**src/rtl/pcu_pkg.sv**
```systemverilog
package pcu_pkg;

    localparam int unsigned PCU_PC_W  = 13;
    localparam int unsigned PCU_LO_W  = 8;
    localparam int unsigned PCU_TGT_W = 11;
    localparam int unsigned PCU_VEC   = 4;

    // Load source chosen for the next counter value
    typedef enum logic [2:0] {
        SRC_HOLD = 3'd0,
        SRC_INC  = 3'd1,
        SRC_LOWR = 3'd2,
        SRC_RET  = 3'd3,
        SRC_JMP  = 3'd4,
        SRC_IRQ  = 3'd5
    } pc_src_e;

endpackage

```
**src/rtl/pcu_hilatch.sv**
```systemverilog
module pcu_hilatch #(
    parameter int unsigned LAT_W = 5
) (
    input  logic             clk,
    input  logic             rst_n,
    input  logic             wr_en_i,
    input  logic [LAT_W-1:0] wr_data_i,
    output logic [LAT_W-1:0] lat_o
);

    logic [LAT_W-1:0] lat_d, lat_q;

    always_comb begin
        lat_d = lat_q;
        if (wr_en_i) begin
            lat_d = wr_data_i;
        end
    end

    always_ff @(posedge clk or negedge rst_n) begin
        if (!rst_n) begin
            lat_q <= '0;
        end else begin
            lat_q <= lat_d;
        end
    end

    assign lat_o = lat_q;

endmodule

```
**src/rtl/pcu_incr.sv**
```systemverilog
module pcu_incr #(
    parameter int unsigned W = 13
) (
    input  logic [W-1:0] a_i,
    output logic [W-1:0] sum_o
);

    // Modulo-2^W increment; the carry out is dropped on purpose
    always_comb begin
        sum_o = a_i + W'(1);
    end

endmodule

```
**src/rtl/pcu_srcsel.sv**
```systemverilog
module pcu_srcsel
    import pcu_pkg::*;
(
    input  logic    irq_i,
    input  logic    jump_i,
    input  logic    call_i,
    input  logic    ret_i,
    input  logic    lowr_i,
    input  logic    inc_i,
    output pc_src_e src_o
);

    // Fixed priority: interrupt, jump/call, return, low write, increment
    always_comb begin
        if (irq_i) begin
            src_o = SRC_IRQ;
        end else if (jump_i || call_i) begin
            src_o = SRC_JMP;
        end else if (ret_i) begin
            src_o = SRC_RET;
        end else if (lowr_i) begin
            src_o = SRC_LOWR;
        end else if (inc_i) begin
            src_o = SRC_INC;
        end else begin
            src_o = SRC_HOLD;
        end
    end

endmodule

```
**src/rtl/pcu_top.sv**
```systemverilog
module pcu_top
    import pcu_pkg::*;
#(
    parameter int unsigned PC_W     = PCU_PC_W,
    parameter int unsigned LO_W     = PCU_LO_W,
    parameter int unsigned TGT_W    = PCU_TGT_W,
    parameter int unsigned VEC_ADDR = PCU_VEC
) (
    input  logic                    clk,
    input  logic                    rst_n,
    input  logic                    inc_en,
    input  logic                    lo_wr_en,
    input  logic [LO_W-1:0]         lo_wr_data,
    input  logic                    jump_en,
    input  logic                    call_en,
    input  logic [TGT_W-1:0]        tgt_addr,
    input  logic                    ret_en,
    input  logic [PC_W-1:0]         ret_addr,
    input  logic                    irq_en,
    input  logic                    lat_wr_en,
    input  logic [PC_W-LO_W-1:0]    lat_wr_data,
    output logic [PC_W-1:0]         pc_o,
    output logic [LO_W-1:0]         pcl_o,
    output logic [PC_W-1:0]         push_addr_o,
    output logic                    push_en_o
);

    localparam int unsigned LAT_W    = PC_W - LO_W;
    localparam int unsigned PAGE_W   = PC_W - TGT_W;
    localparam int unsigned PAGE_LSB = TGT_W - LO_W;

    typedef struct packed {
        logic [PC_W-1:0] pc;
    } pcu_state_t;

    pcu_state_t       state_d, state_q;
    logic [LAT_W-1:0] latch_q;
    logic [PC_W-1:0]  pc_next_seq;
    logic [PC_W-1:0]  jmp_target;
    logic [PC_W-1:0]  lowr_target;
    pc_src_e          src;

    pcu_hilatch #(.LAT_W(LAT_W)) u_latch (
        .clk       (clk),
        .rst_n     (rst_n),
        .wr_en_i   (lat_wr_en),
        .wr_data_i (lat_wr_data),
        .lat_o     (latch_q)
    );

    pcu_incr #(.W(PC_W)) u_incr (
        .a_i   (state_q.pc),
        .sum_o (pc_next_seq)
    );

    pcu_srcsel u_sel (
        .irq_i  (irq_en),
        .jump_i (jump_en),
        .call_i (call_en),
        .ret_i  (ret_en),
        .lowr_i (lo_wr_en),
        .inc_i  (inc_en),
        .src_o  (src)
    );

    // Jump/call target: the upper page bits come from the matching latch bits
    generate
        if (PAGE_W > 0) begin : g_paged
            assign jmp_target = {latch_q[PAGE_LSB +: PAGE_W], tgt_addr};
        end else begin : g_flat
            assign jmp_target = tgt_addr[PC_W-1:0];
        end
    endgenerate

    // Low-byte write: the whole latch forms the upper field (no carry in)
    assign lowr_target = {latch_q, lo_wr_data};

    always_comb begin
        state_d = state_q;
        unique case (src)
            SRC_IRQ:  state_d.pc = PC_W'(VEC_ADDR);
            SRC_JMP:  state_d.pc = jmp_target;
            SRC_RET:  state_d.pc = ret_addr;
            SRC_LOWR: state_d.pc = lowr_target;
            SRC_INC:  state_d.pc = pc_next_seq;
            default:  state_d.pc = state_q.pc;
        endcase
    end

    always_ff @(posedge clk or negedge rst_n) begin
        if (!rst_n) begin
            state_q <= '0;
        end else begin
            state_q <= state_d;
        end
    end

    assign pc_o        = state_q.pc;
    assign pcl_o       = state_q.pc[LO_W-1:0];
    assign push_addr_o = pc_next_seq;
    assign push_en_o   = call_en | irq_en;

endmodule

```
**config.mk**
```make
export PLATFORM = sky130hd
export DESIGN_NAME = pcu_top
export DESIGN_NICKNAME = d
export VERILOG_FILES = /design/src/rtl/pcu_pkg.sv /design/src/rtl/pcu_hilatch.sv /design/src/rtl/pcu_incr.sv /design/src/rtl/pcu_srcsel.sv /design/src/rtl/pcu_top.sv
export SDC_FILE = /design/constraint.sdc
export NUM_CORES = 1
export LEC_CHECK = 0
export CAP_MARGIN = 20
export CORE_MARGIN = 8
export CORE_UTILIZATION = 35
export DETAILED_ROUTE_END_ITERATION = 10
export GPL_TIMING_DRIVEN = 0
export PLACE_DENSITY = 0.77
export SYNTH_ARGS = -nofsm -noshare
export SYNTH_HDL_FRONTEND = slang
export SYNTH_SLANG_ARGS = --single-unit
export TNS_END_PERCENT = 20
```
**constraint.sdc**
```tcl
create_clock -name clk -period 2.8 [get_ports clk]
set_clock_uncertainty 0.2 [all_clocks]
set_input_delay 0.28 -clock clk [delete_from_list [all_inputs] [get_ports clk]]
set_output_delay 0.28 -clock clk [all_outputs]
set_load 0.03 [all_outputs]
```
==> results of run 1 <==
==> cell usage after synthesis (2+ instances only) <==
library cell and count:
a222oi_1 10, a32oi_1 2, and3_1 2, and4_1 2, buf_2 4, buf_4 9
buf_6 2, dfrtp_1 18, inv_1 2, mux2_2 5, nand2_1 6, nand3_1 7
nand4_1 4, nor2_1 6, nor3_1 2, nor4_1 2, o21ai_0 2, o21ai_1 8
o22ai_1 3, xnor2_1 12, xor2_1 11
==> registers in the layout, summed over array words and instances (netlist names) <==
register,cells
pc_o,13
u_latch.lat_o,5
==> cell type report <==
class	instances	area [um2]
plain buffers	15	110.1
clock buffers	4	55.05
fillers	335	1428
inverters	2	7.507
multi-input cells	96	740.7
flip-flops and latches	18	450.4
well taps	48	60.06
repair buffers	78	782.0
==> power groups by stage <==
stage	clock network (mW)	registers [mW]	logic [mW]
global placement	0	0.312	0.336
detailed placement	0	0.312	0.339
CTS	0.214	0.307	0.338
floorplan	0	0.336	0.146
global route	0.225	0.311	0.354
finish	0.208	0.307	0.334
==> worst max-delay path by stage <==
stage                 start         endpoint  slack (ns)  cells after the start
floorplan           pc_o[0]  push_addr_o[12]        0.47                      4
global placement    pc_o[0]  push_addr_o[12]        0.09                      5
detailed placement  pc_o[0]  push_addr_o[12]        0.08                      5
CTS                 pc_o[0]   push_addr_o[8]       0.005                      5
global route        pc_o[0]  push_addr_o[12]        0.03                      5
finish              pc_o[0]  push_addr_o[10]        0.19                      5
==> metal layers <==
metal  wire [um]  track usage (%)  vias to the layer above
li1            -                -                      653
met1        1759            16.29                      614
met2        2044            23.02                       48
met3         274            3.380                        2
met4          27            2.830                        0
met5           0                0                        -
==> cell families (layout without fill, tap and decap cells) <==
kind of cell	after synthesis	in the layout
AO/OA/AOI/OAI	27	27
buffers and inverters	17	99
flip-flops	18	18
multiplexers	6	6
adder cells (fa/ha/maj)	1	1
AND/OR/NAND/NOR	39	39
XOR/XNOR	23	23
==> timing repair <==
item	in CTS	in global routing
gates resized for setup	4	2
cloned	0	0
endpoints found under the setup margin	2	2
==> worst max-delay path: stages, from the launching register on <==
cell	delay (ns)
dfrtp_1	0.49
ha_1	0.28
nand3_1	0.27
nor3_1	0.28
xor2_1	0.16
dlygate4sd2_1	0.41
==> cells in the final DEF, fill, tap and decap left out, types with 3 or more instances in the layout <==
master | netlist | layout
a222oi_1 | 10 | 10
nand2_1 | 6 | 6
o21ai_1 | 8 | 8
buf_4 | 9 | 9
dlygate4sd2_1 | 0 | 3
clkdlybuf4s50_1 | 0 | 73
nand3_1 | 7 | 7
xnor2_1 | 12 | 12
dfrtp_1 | 18 | 18
nand4_1 | 4 | 4
mux2_2 | 5 | 5
nor2_1 | 6 | 6
clkbuf_8 | 0 | 4
buf_2 | 4 | 4
xor2_1 | 11 | 11
o22ai_1 | 3 | 3
==> parameters.txt, run 1 <==
Parameter                              Value

Run status
  Result of the run    finished clean

Yosys
  Xor/xnor share of the synthesized area    roughly 15%
  Number of synthesis warnings    0
  Yosys top cell by area    dfrtp_1
  Gate count of the mapped netlist    131
  Number of nets in the synthesized netlist    roughly 180
  Post-synthesis adder-cell area fraction    less than 1%
  Synth Area in Simple Gates    19.31%
  Post-synthesis register bit count    18
  Post-synth cell types    33
  Top-area cell type share of the netlist area    ~35%
  Combinational family with the most area after synthesis    simple AND/OR/NAND/NOR gates
  Proportion of synthesized area in mux cells    5.091%
  Share of the yosys chip area belonging to registers    34.58%
  Top_reg_cell synth    dfrtp_1
  Compound-gate portion of the synthesized area    15.56%
  Combined area of all synthesized cells    1302 um2
  Post-synth EDFFs    0
  Largest cells by area after synthesis    dfrtp_1, xnor2_1, a222oi_1
  Async set or reset register ratio after synthesis    100.0%
  Synthesized area divided by synthesized cell count    9.943 um2

Worst hold path
  Hold WC Path Type    in -> reg
  Destination of the worst hold path    pc_o[12]
  Worst hold path cell count    2
  Hold wc startpoint    irq_en

Power
  Internal    577.5 uW
  Post-layout power    849.7 uW
  Switching fraction of total power    32.03%
  Pwr per Cell Area    ~390 nW/um2
  Maximum vdd ir drop    188.7 uV
  Share of power burned in the clock network    about a quarter
  Logic gate share of total power    39.4%
  Sw Pwr    about 270 uW
  Reported leakage power    roughly 0.89 nW
  Sequential power share    36.1%

Finish
  Net count of the finished layout    261
  Number of antenna repair diodes    0
  Total non-filler cell area in the finished layout    about 2200 um2
  Share of layout cells above drive strength 1    14.55%
  Final Core Density    60.71%
  Post-layout instance count excluding filler cells    ~260
  Growth of design area from synthesis to finish    69.36%

Clock network
  Clock latency reported for the late side of the worst-skew pair    roughly 0.25 ns
  Number of sinks handled by clock tree synthesis    18
  Number of H-tree levels    1
  Setup fix buffers added after clock tree synthesis    0
  Number of buffers added to fix hold violations after cts    0
  Clock transition at the registers of the reported paths    approximately 0.070 ns
  Number of buffers added by the clock tree synthesis step    3
  Buffer depth of the longest clock path    2
  Root Buffer Master    clkbuf_8
  Clock tree from TritonCTS    yes

Timing
  Setup repair after global routing missed its margin    false
  Crit share post-route    93.04%
  Max-slew headroom    43.00%
  Final count of pins violating max slew    0
  Count of final setup violators    0
  Accumulated negative setup slack    0 ns
  Final worst path period need    2.605 ns
  Transition at the pin with the smallest max-transition slack    0.8524 ns
  Highest Clock Rate    383.8 MHz
  Hold violation count in the final report    0
  Final Worst Setup Slack    0.1948 ns
  Hold_ws    0.04281 ns

Floorplan
  Area of the placeable core    around 3600 um2
  Initial Utilization    35.85%
  Std cell rows    22
  Die Footprint    just under 6000 um2
  Die Span Y    slightly below 80 um
  Die Span X    77.01 um
  Ports    81

Critical path
  Type of destination of the critical path    output pin
  Startpoint of the worst register-to-register path    pc_o[0]
  RR Endpoint    pc_o[12]
  Maximum fanout encountered on the critical timing path    8
  Worst r2r path cells    5
  Register-to-register path setup slack    0.81 ns
  Type of the worst setup path    reg -> out
  Required time of the worst setup path    2.32 ns
  Kind of start point of the critical path    flip-flop
  Crit path arrival time    2.13 ns

Detailed routing
  Number of vias in the routed layout    1,317
  Iteration-0 DRC Markers    65
  ANT nets after route    0
  Routed Wire Length    4.106 mm
  Final routed DRC violation total    0
  Routed wire per std cell    15.73 um
  TritonRoute pass-1 iters    4
  Vias per inst    5.046

Place
  Cell Count Post-Placement    257
  Pre-CTS worst setup slack    0.07856 ns
  Placement Cell Area    2143 um2
  Final weighted congestion of routability-driven global placement    0.8070
  DP Wirelength    approximately 3.4 mm
  # port buffers    78

GRT
  Global Route Usage Sum    13.37%
  Largest net degree at the start of global routing    19
  Wire length of the first global-routing pass    between 6 and 7 mm
  Gr ovfl total    0
  Vias in the first global route    1,289
  Antenna violations before repair    0

Run
  Reported max-cap violation count    0
Note: power is estimated with default switching activity, not from simulation.
==> run 2, diff against run 1 <==
--- a/config.mk
+++ b/config.mk
@@ -7,10 +7,10 @@
 export LEC_CHECK = 0
 export CAP_MARGIN = 20
 export CORE_MARGIN = 8
-export CORE_UTILIZATION = 35
+export CORE_UTILIZATION = 40
 export DETAILED_ROUTE_END_ITERATION = 10
 export GPL_TIMING_DRIVEN = 0
-export PLACE_DENSITY = 0.77
+export PLACE_DENSITY = 0.86
 export SYNTH_ARGS = -nofsm -noshare
 export SYNTH_HDL_FRONTEND = slang
 export SYNTH_SLANG_ARGS = --single-unit
==> parameters.txt, run 2 (synthesis results as in run 1) <==
Parameter                              Value

Run status
  Result of the run    finished clean

Finish
  Highest-count cells in the layout ignoring fill and taps    clkdlybuf4s50_1, dfrtp_1, xnor2_1, xor2_1, a222oi_1
  Net count of the finished layout    262 (+0.38%)
  Combined flip-flop and latch cell area    451.7 um2 (+0.28%)
  Most frequent standard cell in the layout excluding fill and tap cells    clkdlybuf4s50_1
  Layout filler cell count    265 (-21%)
  Total non-filler cell area in the finished layout    2193 um2 (-0.57%)
  Multi-input gate area in the final layout    745.7 um2 (+0.68%)
  Post-layout instance count excluding filler cells    258 (-1.1%)
  Growth of design area from synthesis to finish    68.40%
  Max reg flops    13 (unchanged)
  Share of layout cells above drive strength 1    15.89% (+1.3 points)
  Number of antenna repair diodes    0 (unchanged)

Place
  # port buffers    78 (unchanged)
  Cell Count Post-Placement    253 (-1.6%)
  DP Wirelength    3.520 mm (+4.8%)
  Final weighted congestion of routability-driven global placement    0.7399 (-8.3%)
  Placement Cell Area    2138 um2 (-0.23%)

Critical path
  Kind of start point of the critical path    flip-flop
  Required time of the worst setup path    2.32 ns (about the same)
  Crit path arrival time    2.21 ns (+0.08 ns)
  Type of destination of the critical path    output pin
  Maximum fanout encountered on the critical timing path    8 (unchanged)
  Worst r2r path cells    5 (unchanged)
  Type of the worst setup path    reg -> out

Detailed routing
  Number of vias in the routed layout    1,358 (+3.1%)
  ANT nets after route    0 (unchanged)
  Final routed DRC violation total    0 (unchanged)
  Vias per inst    5.264 (+4.3%)
  Routed Wire Length    4.463 mm (+8.7%)
  Iteration-0 DRC Markers    81 (+25%)
  Routed wire per std cell    17.30 um (+10%)
  TritonRoute pass-1 iters    4 (unchanged)

GRT
  Wire length of the first global-routing pass    7.162 mm (+8.4%)
  Vias in the first global route    1,483 (+15%)
  Antenna violations before repair    0 (unchanged)
  Global Route Usage Sum    17.04% (+3.7 points)
  Gr ovfl total    0 (unchanged)
  Largest net degree at the start of global routing    19 (unchanged)

Timing
  Count of final setup violators    0 (unchanged)
  Final count of pins violating max slew    0 (unchanged)
  Hold violation count in the final report    0 (unchanged)
  Setup repair after global routing missed its margin    false
  Transition at the pin with the smallest max-transition slack    0.8375 ns (-0.01491 ns)
  Final worst path period need    2.691 ns (+0.08569 ns)
  Crit share post-route    96.10% (+3.1 points)
  Accumulated negative setup slack    0 ns (unchanged)
  Hold_ws    0.1985 ns (+0.1557 ns)
  Max-slew headroom    43.96% (+0.97 points)
  Highest Clock Rate    371.6 MHz (-3.2%)

Floorplan
  Std cell rows    20 (-9.1%)
  Die Span X    73.07 um (-5.1%)
  Ports    81 (unchanged)
  Die Footprint    5338 um2 (-10%)
  Area of the placeable core    3078 um2 (-15%)
  Initial Utilization    42.32% (+6.5 points)
  Die Span Y    73.07 um (-5.1%)

Clock network
  Clock tree from TritonCTS    yes
  Number of sinks handled by clock tree synthesis    18 (unchanged)
  Number of H-tree levels    1 (unchanged)
  Setup fix buffers added after clock tree synthesis    0 (unchanged)
  Clock transition at the registers of the reported paths    0.10 ns (+0.03 ns)
  Number of buffers added by the clock tree synthesis step    3 (unchanged)
  Buffer depth of the longest clock path    2 (unchanged)
  Clock latency reported for the late side of the worst-skew pair    0.31 ns (+0.06 ns)
  Root Buffer Master    clkbuf_4

Power
  Reported leakage power    0.8830 nW (-0.47%)
  Pwr per Cell Area    372.5 nW/um2 (-3.3%)
  Maximum vdd ir drop    260.1 uV (+38%)
  Post-layout power    817.0 uW (-3.8%)

Run
  Reported max-cap violation count    0 (unchanged)

Worst hold path
  Worst hold path cell count    3 (+1)
  Hold WC Path Type    in -> reg
==> run 2: per-layer routing <==
| metal | vias to the layer above | track usage (%) | wire, um |
|---|---|---|---|
| li1 | 654 | - | - |
| met2 | 67 | 30.09 | 2158 |
| met1 | 631 | 17.68 | 1818 |
| met3 | 6 | 6.593 | 419 |
| met4 | 0 | 6.444 | 66 |
| met5 | - | 0 | 0 |
==> run 2: worst paths after layout <==
check / from / to / slack [ns]
min in group asynchronous: rst_n / u_latch.lat_o[4] / 0.23
worst min-delay path: inc_en / pc_o[0] / 0.20
max in group asynchronous: rst_n / pc_o[0] / 1.59
worst max-delay path: pc_o[2] / push_addr_o[11] / 0.11
worst max register to register: pc_o[1] / pc_o[12] / 0.86
worst min register to register: u_latch.lat_o[3] / u_latch.lat_o[3] / 0.33
==> run 2: what timing repair did <==
action,4_1_cts,5_1_grt
hold buffers,1,0
resized for setup,5,6
endpoints found under the setup margin,4,4
hold endpoints to repair,2,0
==> run 2: worst max-delay path, cell delays in order (launching register included) <==
cell	delay [ns]
dfrtp_1	0.37
buf_2	0.19
and4_1	0.20
buf_2	0.18
nand3_1	0.10
xnor2_1	0.15
clkdlybuf4s50_1	0.72
==> run 2: area by class of cell <==
| cell class | instances | share of cell area [%] |
|---|---|---|
| tap | 44 | 2.510 |
| timing repair buffer | 79 | 35.88 |
| inverter | 2 | 0.3423 |
| multi-input combinational | 96 | 34.00 |
| sequential | 18 | 20.59 |
| buffer | 15 | 5.020 |
| clock buffer | 4 | 1.654 |
==> run 2: power breakdown <==
group,internal [mW],leakage [nW],total (mW),switching [mW]
Sequential,0.281,0.223,0.309,0.0273
Combinational,0.172,0.639,0.337,0.166
Clock,0.0794,0.0210,0.171,0.0916
Total,0.532,0.883,0.817,0.285
==> run 2: metrics by stage <==
stage | util [%] | worst slack [ns]
2_1_floorplan | - | 0.4741
3_3_place_gp | 69.47 | 0.1839
3_5_place_dp | 69.47 | 0.05613
4_1_cts | 71.02 | 0.05795
5_1_grt | 71.26 | 0.001979
6_report | 71.26 | 0.1091
